===== config.mk =====
export PLATFORM = sky130hd
export DESIGN_NAME = wide_reg_bridge
export DESIGN_NICKNAME = d
export VERILOG_FILES = /design/src/rtl/wrb_pkg.sv /design/src/rtl/wrb_wide_port.sv /design/src/rtl/wrb_host_regs.sv /design/src/rtl/wide_reg_bridge.sv
export SDC_FILE = /design/constraint.sdc
export NUM_CORES = 1
export LEC_CHECK = 0
export ABC_AREA = 1
export BUFFER_PORTS_ARGS = -buffer_cell sky130_fd_sc_hd__buf_2
export CORE_UTILIZATION = 48
export DETAILED_ROUTE_END_ITERATION = 10
export GPL_ROUTABILITY_DRIVEN = 0
export MAX_ROUTING_LAYER = met4
export PLACE_DENSITY_LB_ADDON = 0.12
export SLEW_MARGIN = 10
export SYNTH_ARGS = -nofsm -noshare
export SYNTH_HDL_FRONTEND = slang
export SYNTH_SLANG_ARGS = --single-unit

===== constraint.sdc =====
create_clock -name clk -period 1.25 [get_ports clk]
set_input_delay 0.0625 -clock clk [delete_from_list [all_inputs] [get_ports clk]]
set_output_delay 0.0625 -clock clk [all_outputs]
set_load 0.01 [all_outputs]

===== src/rtl/wrb_pkg.sv =====
// Shared constants for the narrow-to-wide register bridge.
// Assumes a 32-bit host word and a 64-bit downstream word.
package wrb_pkg;
    localparam int HW      = 32;
    localparam int WW      = 2 * HW;
    localparam int HA_W    = 8;
    localparam int DIR_BIT = HW - 1;   // command bit selecting write
    localparam int ERR_BIT = HW - 1;   // sticky error flag in status
    localparam int BSY_BIT = 0;        // busy flag in status

    localparam logic [HA_W-1:0] A_HI   = 8'h00;
    localparam logic [HA_W-1:0] A_LO   = 8'h04;
    localparam logic [HA_W-1:0] A_CMD  = 8'h08;
    localparam logic [HA_W-1:0] A_CLR  = 8'h18;
    localparam logic [HA_W-1:0] A_STAT = 8'h1C;
    localparam logic [HA_W-1:0] A_IRQ  = 8'h20;
endpackage


===== src/rtl/wrb_wide_port.sv =====
// Downstream access engine: latches an accepted command, raises the
// request and holds address, direction and data until acknowledged.
// Assumes start is only raised while no access is in flight.
module wrb_wide_port
    import wrb_pkg::*;
#(
    parameter int unsigned     DA_W      = 32,
    parameter logic [DA_W-1:0] BASE_ADDR = 'h70000
) (
    input  logic            clk,
    input  logic            rst_n,
    input  logic            start,
    input  logic [HW-1:0]   start_word,
    input  logic [WW-1:0]   stage_data,
    input  logic            dn_ack,
    output logic            busy,
    output logic            done,
    output logic            is_read,
    output logic            dn_req,
    output logic            dn_we,
    output logic [DA_W-1:0] dn_addr,
    output logic [WW-1:0]   dn_wdata
);
    localparam int OFF_W = HW - 1;

    logic            req_q;
    logic            we_q;
    logic [DA_W-1:0] addr_q;
    logic [WW-1:0]   wdata_q;
    logic [DA_W-1:0] offset;

    assign offset = DA_W'(start_word[OFF_W-1:0]);

    // Launch an access on start, retire it on acknowledge.
    always_ff @(posedge clk) begin
        if (!rst_n) begin
            req_q   <= 1'b0;
            we_q    <= 1'b0;
            addr_q  <= '0;
            wdata_q <= '0;
        end else if (start && !req_q) begin
            req_q   <= 1'b1;
            we_q    <= start_word[DIR_BIT];
            addr_q  <= BASE_ADDR + offset;
            wdata_q <= start_word[DIR_BIT] ? stage_data : '0;
        end else if (req_q && dn_ack) begin
            req_q   <= 1'b0;
        end
    end

    assign busy     = req_q;
    assign done     = req_q && dn_ack;
    assign is_read  = !we_q;
    assign dn_req   = req_q;
    assign dn_we    = we_q;
    assign dn_addr  = addr_q;
    assign dn_wdata = wdata_q;

    AST_REQ_HELD: assert property (@(posedge clk) disable iff (!rst_n)
        dn_req && !dn_ack |=> dn_req);
    AST_FIELDS_STABLE: assert property (@(posedge clk) disable iff (!rst_n)
        dn_req && !dn_ack |=> $stable(dn_addr) && $stable(dn_we) && $stable(dn_wdata));
    AST_REQ_DROPS: assert property (@(posedge clk) disable iff (!rst_n)
        dn_req && dn_ack |=> !dn_req);
    AST_NO_START_BUSY: assert property (@(posedge clk) disable iff (!rst_n)
        start |-> !req_q);
endmodule


===== src/rtl/wrb_host_regs.sv =====
// Host-side register file: two staging words, command and reset decode,
// status with sticky error, combinational read mux.
// Assumes one host write strobe per cycle and byte addressing.
module wrb_host_regs
    import wrb_pkg::*;
(
    input  logic            clk,
    input  logic            rst_n,
    input  logic            host_wr_en,
    input  logic [HA_W-1:0] host_addr,
    input  logic [HW-1:0]   host_wdata,
    output logic [HW-1:0]   host_rdata,
    input  logic            busy,
    input  logic            done,
    input  logic            is_read,
    input  logic            dn_err,
    input  logic [WW-1:0]   dn_rdata,
    output logic            start,
    output logic [HW-1:0]   start_word,
    output logic [WW-1:0]   stage_data
);
    logic                cmd_wr;
    logic                clr_wr;
    logic                err_q;
    logic                rd_ok;
    logic [1:0][HW-1:0]  half_w;

    assign cmd_wr     = host_wr_en && (host_addr == A_CMD);
    assign clr_wr     = host_wr_en && (host_addr == A_CLR);
    assign start      = cmd_wr && !busy;
    assign start_word = host_wdata;
    assign rd_ok      = done && is_read && !dn_err;

    // Sticky error: set by rejected command or error response, cleared by reset word.
    always_ff @(posedge clk) begin
        if (!rst_n)
            err_q <= 1'b0;
        else if (clr_wr)
            err_q <= 1'b0;
        else if ((cmd_wr && busy) || (done && dn_err))
            err_q <= 1'b1;
    end

    // One staging word per half; index 1 is the upper half.
    for (genvar h = 0; h < 2; h++) begin : g_half
        localparam logic [HA_W-1:0] MY_ADDR = (h == 1) ? A_HI : A_LO;
        logic [HW-1:0] half_q;

        // Staging word: reset word clears, read result loads, host write loads when idle.
        always_ff @(posedge clk) begin
            if (!rst_n)
                half_q <= '0;
            else if (clr_wr)
                half_q <= '0;
            else if (rd_ok)
                half_q <= dn_rdata[h*HW +: HW];
            else if (host_wr_en && (host_addr == MY_ADDR) && !busy)
                half_q <= host_wdata;
        end

        assign half_w[h] = half_q;
    end

    assign stage_data = half_w;

    // Host read mux; unmapped and interrupt addresses read zero.
    always_comb begin
        host_rdata = '0;
        case (host_addr)
            A_HI:    host_rdata = half_w[1];
            A_LO:    host_rdata = half_w[0];
            A_STAT: begin
                host_rdata[ERR_BIT] = err_q;
                host_rdata[BSY_BIT] = busy;
            end
            A_IRQ:   host_rdata = '0;
            default: host_rdata = '0;
        endcase
    end

    AST_ERR_STICKY: assert property (@(posedge clk) disable iff (!rst_n)
        err_q && !clr_wr |=> err_q);
    AST_REJECT_FLAGS: assert property (@(posedge clk) disable iff (!rst_n)
        cmd_wr && busy |=> err_q);
    AST_DERR_FLAGS: assert property (@(posedge clk) disable iff (!rst_n)
        done && dn_err && !clr_wr |=> err_q);
    AST_DATA_FROZEN: assert property (@(posedge clk) disable iff (!rst_n)
        busy && !done && !clr_wr |=> $stable(stage_data));
    AST_CLEAR_WORD: assert property (@(posedge clk) disable iff (!rst_n)
        clr_wr |=> !err_q && (stage_data == '0));
endmodule


===== src/rtl/wide_reg_bridge.sv =====
// Top of the narrow-to-wide bridge: host register file plus downstream
// access engine. Assumes the downstream side answers every request with
// one dn_ack pulse, with dn_err and dn_rdata valid alongside it.
module wide_reg_bridge
    import wrb_pkg::*;
#(
    parameter int unsigned     DA_W      = 32,
    parameter logic [DA_W-1:0] BASE_ADDR = 'h70000
) (
    input  logic            clk,
    input  logic            rst_n,
    input  logic            host_wr_en,
    input  logic [7:0]      host_addr,
    input  logic [31:0]     host_wdata,
    output logic [31:0]     host_rdata,
    output logic            dn_req,
    output logic            dn_we,
    output logic [DA_W-1:0] dn_addr,
    output logic [63:0]     dn_wdata,
    input  logic [63:0]     dn_rdata,
    input  logic            dn_ack,
    input  logic            dn_err
);
    logic          busy;
    logic          done;
    logic          is_read;
    logic          start;
    logic [HW-1:0] start_word;
    logic [WW-1:0] stage_data;

    wrb_host_regs u_regs (
        .clk        (clk),
        .rst_n      (rst_n),
        .host_wr_en (host_wr_en),
        .host_addr  (host_addr),
        .host_wdata (host_wdata),
        .host_rdata (host_rdata),
        .busy       (busy),
        .done       (done),
        .is_read    (is_read),
        .dn_err     (dn_err),
        .dn_rdata   (dn_rdata),
        .start      (start),
        .start_word (start_word),
        .stage_data (stage_data)
    );

    wrb_wide_port #(
        .DA_W      (DA_W),
        .BASE_ADDR (BASE_ADDR)
    ) u_port (
        .clk        (clk),
        .rst_n      (rst_n),
        .start      (start),
        .start_word (start_word),
        .stage_data (stage_data),
        .dn_ack     (dn_ack),
        .busy       (busy),
        .done       (done),
        .is_read    (is_read),
        .dn_req     (dn_req),
        .dn_we      (dn_we),
        .dn_addr    (dn_addr),
        .dn_wdata   (dn_wdata)
    );
endmodule


==> impl_results.md <==
* Status: complete, but fails checks
* Failing checks: setup timing
* Final std cells w/o fill at roughly 1800
* Initial DRC count at approximately 1200
* Number of global-route vias before repair at about 8700
* Clock Skews at 0.00581 ns
* Area occupied by multi-input gates at between 4000 and 5000 µm²
* Gr ovfl total at 0
* Max Cap Violations at 0
* Antenna violations before repair at 1
* Int Pwr at just over 9000 µW
* Total CTS buffers at 17
* Worst VDD drop at roughly 970 µV
* Yosys warns at 0
* Vert. Die Dim at between 100 and 150 µm
* Slowest cell on the critical path: dfxtp_4
* Die area at ~18000 µm²
* Least-Margin Pin Slew at 0.361 ns
* R2R Path Start: u_port.busy
* Syn avg cell area at roughly 6.4 µm²
* DR WL met3 at about 3.0 mm
* FMAX at between 0.7 and 0.8 GHz
* Fin util at about three quarters
* Filler cell count at between 1000 and 1500
* Post-Syn Area at ~8400 µm²
* Drt wl/cell at 18.1 µm
* Power Dens Cells at a little over 900 nW/µm²
* Crit start category: register
* Worst hold path class: in2reg
* CP endpoint kind: register
* Nets at 1717
* Reg2reg setup slack at -0.17 ns
* Fin crit period at roughly 1.4 ns
* DR top layer: met4
* Crit share post-route at 114%
* Pins over their slew limit at 0
* Type of the worst setup path: reg2reg
* Sequential cell area fraction in the yosys report at approximately two fifths
* Core Area at 17200 µm²
* Core Rows at 48
* CP Data Arrival Time at 1.75 ns
* Endpoints failing setup at 74
* RSZ-0062 raised after global routing: true
* Clock latency on the worst-skew pair at roughly 0.44 ns
* Post-route ant nets at 0
* Via count at between 10000 and 15000
* Area Overhead vs Synth at 53.2%
* Total wire length at roughly 33 mm
* First-pass DRT Iterations at 6
* First-pass GRT wire length at between 40 and 50 mm
* Share of layout cells above drive strength 1 at ~36%
* Final worst slack at -0.170 ns
* HPWL after DPL at between 20 and 25 mm
* Final hold vios at 0
* DRC viols at 0
* Largest net degree at the start of global routing at 57
* Clock buffer depth at 2
* Critical Path Start: u_port.busy
* Combinational group share of total power at under 10%
* Cells on worst reg2reg path at 8
* CP Data Required Time at 1.58 ns
* Seq pwr share at 43.1%
* Reg-to-reg endpoint: u_regs.g_half[0].half_q[21]
* Worst path max stage delay at about 0.41 ns
* Worst Setup EP: u_regs.g_half[0].half_q[21]
* Overall Power at 12100 µW
* CP Cell Sequence: nand2_4 -> inv_6 -> nand2_8 -> bufbuf_16 -> nand2_2 -> nand2_1 -> a21oi_2 -> nor2_1
* Root buffer cell: clkbuf_16
* H-tree levels at 4
* #FFs+latches synth at between 150 and 200
* Initial core utilization at 48.9%
* IO Count at roughly 240
* # placed instances at around 1700
* Sink Count at ~160
* Flip-flop and latch area at roughly 3300 µm²
* Switching Power at roughly 3000 µW
* GR Util All Layers at about 33%
* Crit path max fanout at 11
* Die X at roughly 130 µm
* Mapped Cells at 1311
* WL met1 at ~14 mm
* Clock network power share at between 40% and 50%
* CTS clock-pin slew for the worst setup and hold paths at approximately 0.070 ns
* Net Count, Synth at 1421
* Max-slew headroom at between 70% and 80%
* CTS tree: done
* Leak at about 0.0062 µW
* Sw frac at ~25%
* Via/cell ratio at approximately 5.7
* WL met2 at roughly 15 mm
* Port Buffer Count at 238
* Cell variety after synth at 25
-- critical path, delay by kind of cell (launching register included) --
family | cells | cell delay (ns)
DFF | 1 | 0.41
AOI/OAI and AO/OA | 1 | 0.15
and+or+nand+nor | 5 | 0.36
buffers and inverters | 2 | 0.38
-- metrics by stage --
step                      area, µm²  TNS [ns]  worst slack (ns)  hold WS [ns]
after global placement        10300    -18.33            -0.183         0.367
after detailed placement      10300    -21.76            -0.197         0.371
final                         12900     -6.95            -0.170       0.00612
after floorplan                8440         0           0.00937         0.227
after CTS                     11800     -2.60           -0.0945      0.000371
after global routing          12900     -9.99            -0.194        0.0258
-- area by class of cell --
cell class / instances / share of cell area (%)
flip-flops and latches: 163 / 25.4
diodes: 1 / 0.0194
clock inverters: 14 / 1.55
inverters: 139 / 4.11
well taps: 225 / 2.18
repair buffers: 384 / 24.8
clock buffers: 18 / 3.40
multi-input cells: 902 / 38.5
-- power by group through the flow --
stage,logic (µW),registers [µW],clock network (µW)
after floorplan,346,5320,0
after global placement,755,5320,0
after detailed placement,755,5320,0
after CTS,902,5200,5770
after global routing,1170,5200,5970
final,1110,5200,5760
-- state kept, by name, indices dropped and copies added (netlist names) --
name	flops
u_regs.g_half.half_q	64
u_port.busy	1
u_port.dn_we	1
u_regs.err_q	1
u_port.dn_wdata	64
u_port.dn_addr	32
-- metal layers --
metal,up-vias,track usage (%)
met5,-,-
met4,0,10.8
met3,116,5.37
met2,651,50.6
met1,4838,45.2
li1,4863,-
-- placed cells by master, fill, tap and decap left out, types with 45 or more instances in the layout --
cell type  instances
buf_2            232
a21oi_1          110
a21oi_2           48
nand4_1           89
dfxtp_1          146
buf_4             45
nand3_1          125
nor2_1            51
inv_1            131
nand2_1          324
nand2_2           45
-- how the worst min path moves through the flow --
stage	startpoint	endpoint	cells after the start
final	dn_rdata[27]	u_regs.g_half[0].half_q[27]	5
after global routing	dn_rdata[43]	u_regs.g_half[1].half_q[11]	5
after CTS	dn_rdata[38]	u_regs.g_half[1].half_q[6]	5
after detailed placement	host_wdata[6]	u_port.dn_addr[6]	3
after global placement	host_wdata[11]	u_port.dn_addr[11]	3
after floorplan	dn_err	u_regs.err_q	2
-- kinds of logic after synthesis --
group | after synthesis | share of synthesized area (%)
compound gates | 194 | 11.7
xor+xnor | 6 | 0.623
fa+ha+maj | 1 | 0.148
buf+inv | 246 | 12.3
flops | 163 | 38.7
simple gates | 701 | 36.5
-- timing repair --
item / in CTS / in global routing
pin swaps: 14 / 43
endpoints found under the setup margin: 144 / 171
resized for setup: 97 / 223
gates cloned: 7 / 12
setup buffers: 12 / 5
hold buffers: 36 / 0
hold endpoints to repair: 36 / 0
-- synth_stat cells --
master / n / area [µm²]
dfxtp_1: 163 / 3260
inv_1: 135 / 507
nand3_1: 141 / 706
a21oi_1: 157 / 786
nor2_2: 1 / 6.26
ha_1: 1 / 12.5
o211ai_1: 2 / 15.0
xnor2_1: 2 / 17.5
nand4_1: 89 / 557
nand2_2: 5 / 31.3
nor2_4: 2 / 22.5
buf_2: 33 / 165
inv_2: 4 / 15.0
nand2_1: 400 / 1500
xor2_1: 4 / 35.0
o21ai_0: 31 / 155
clkbuf_1: 44 / 165
nor2_1: 58 / 218
nor3_1: 3 / 15.0
buf_1: 13 / 48.8
buf_4: 14 / 105
buf_6: 3 / 33.8
nand3_2: 2 / 20.0
a21oi_2: 3 / 26.3
a31oi_1: 1 / 6.26
Power figures use the tool's default switching activity.
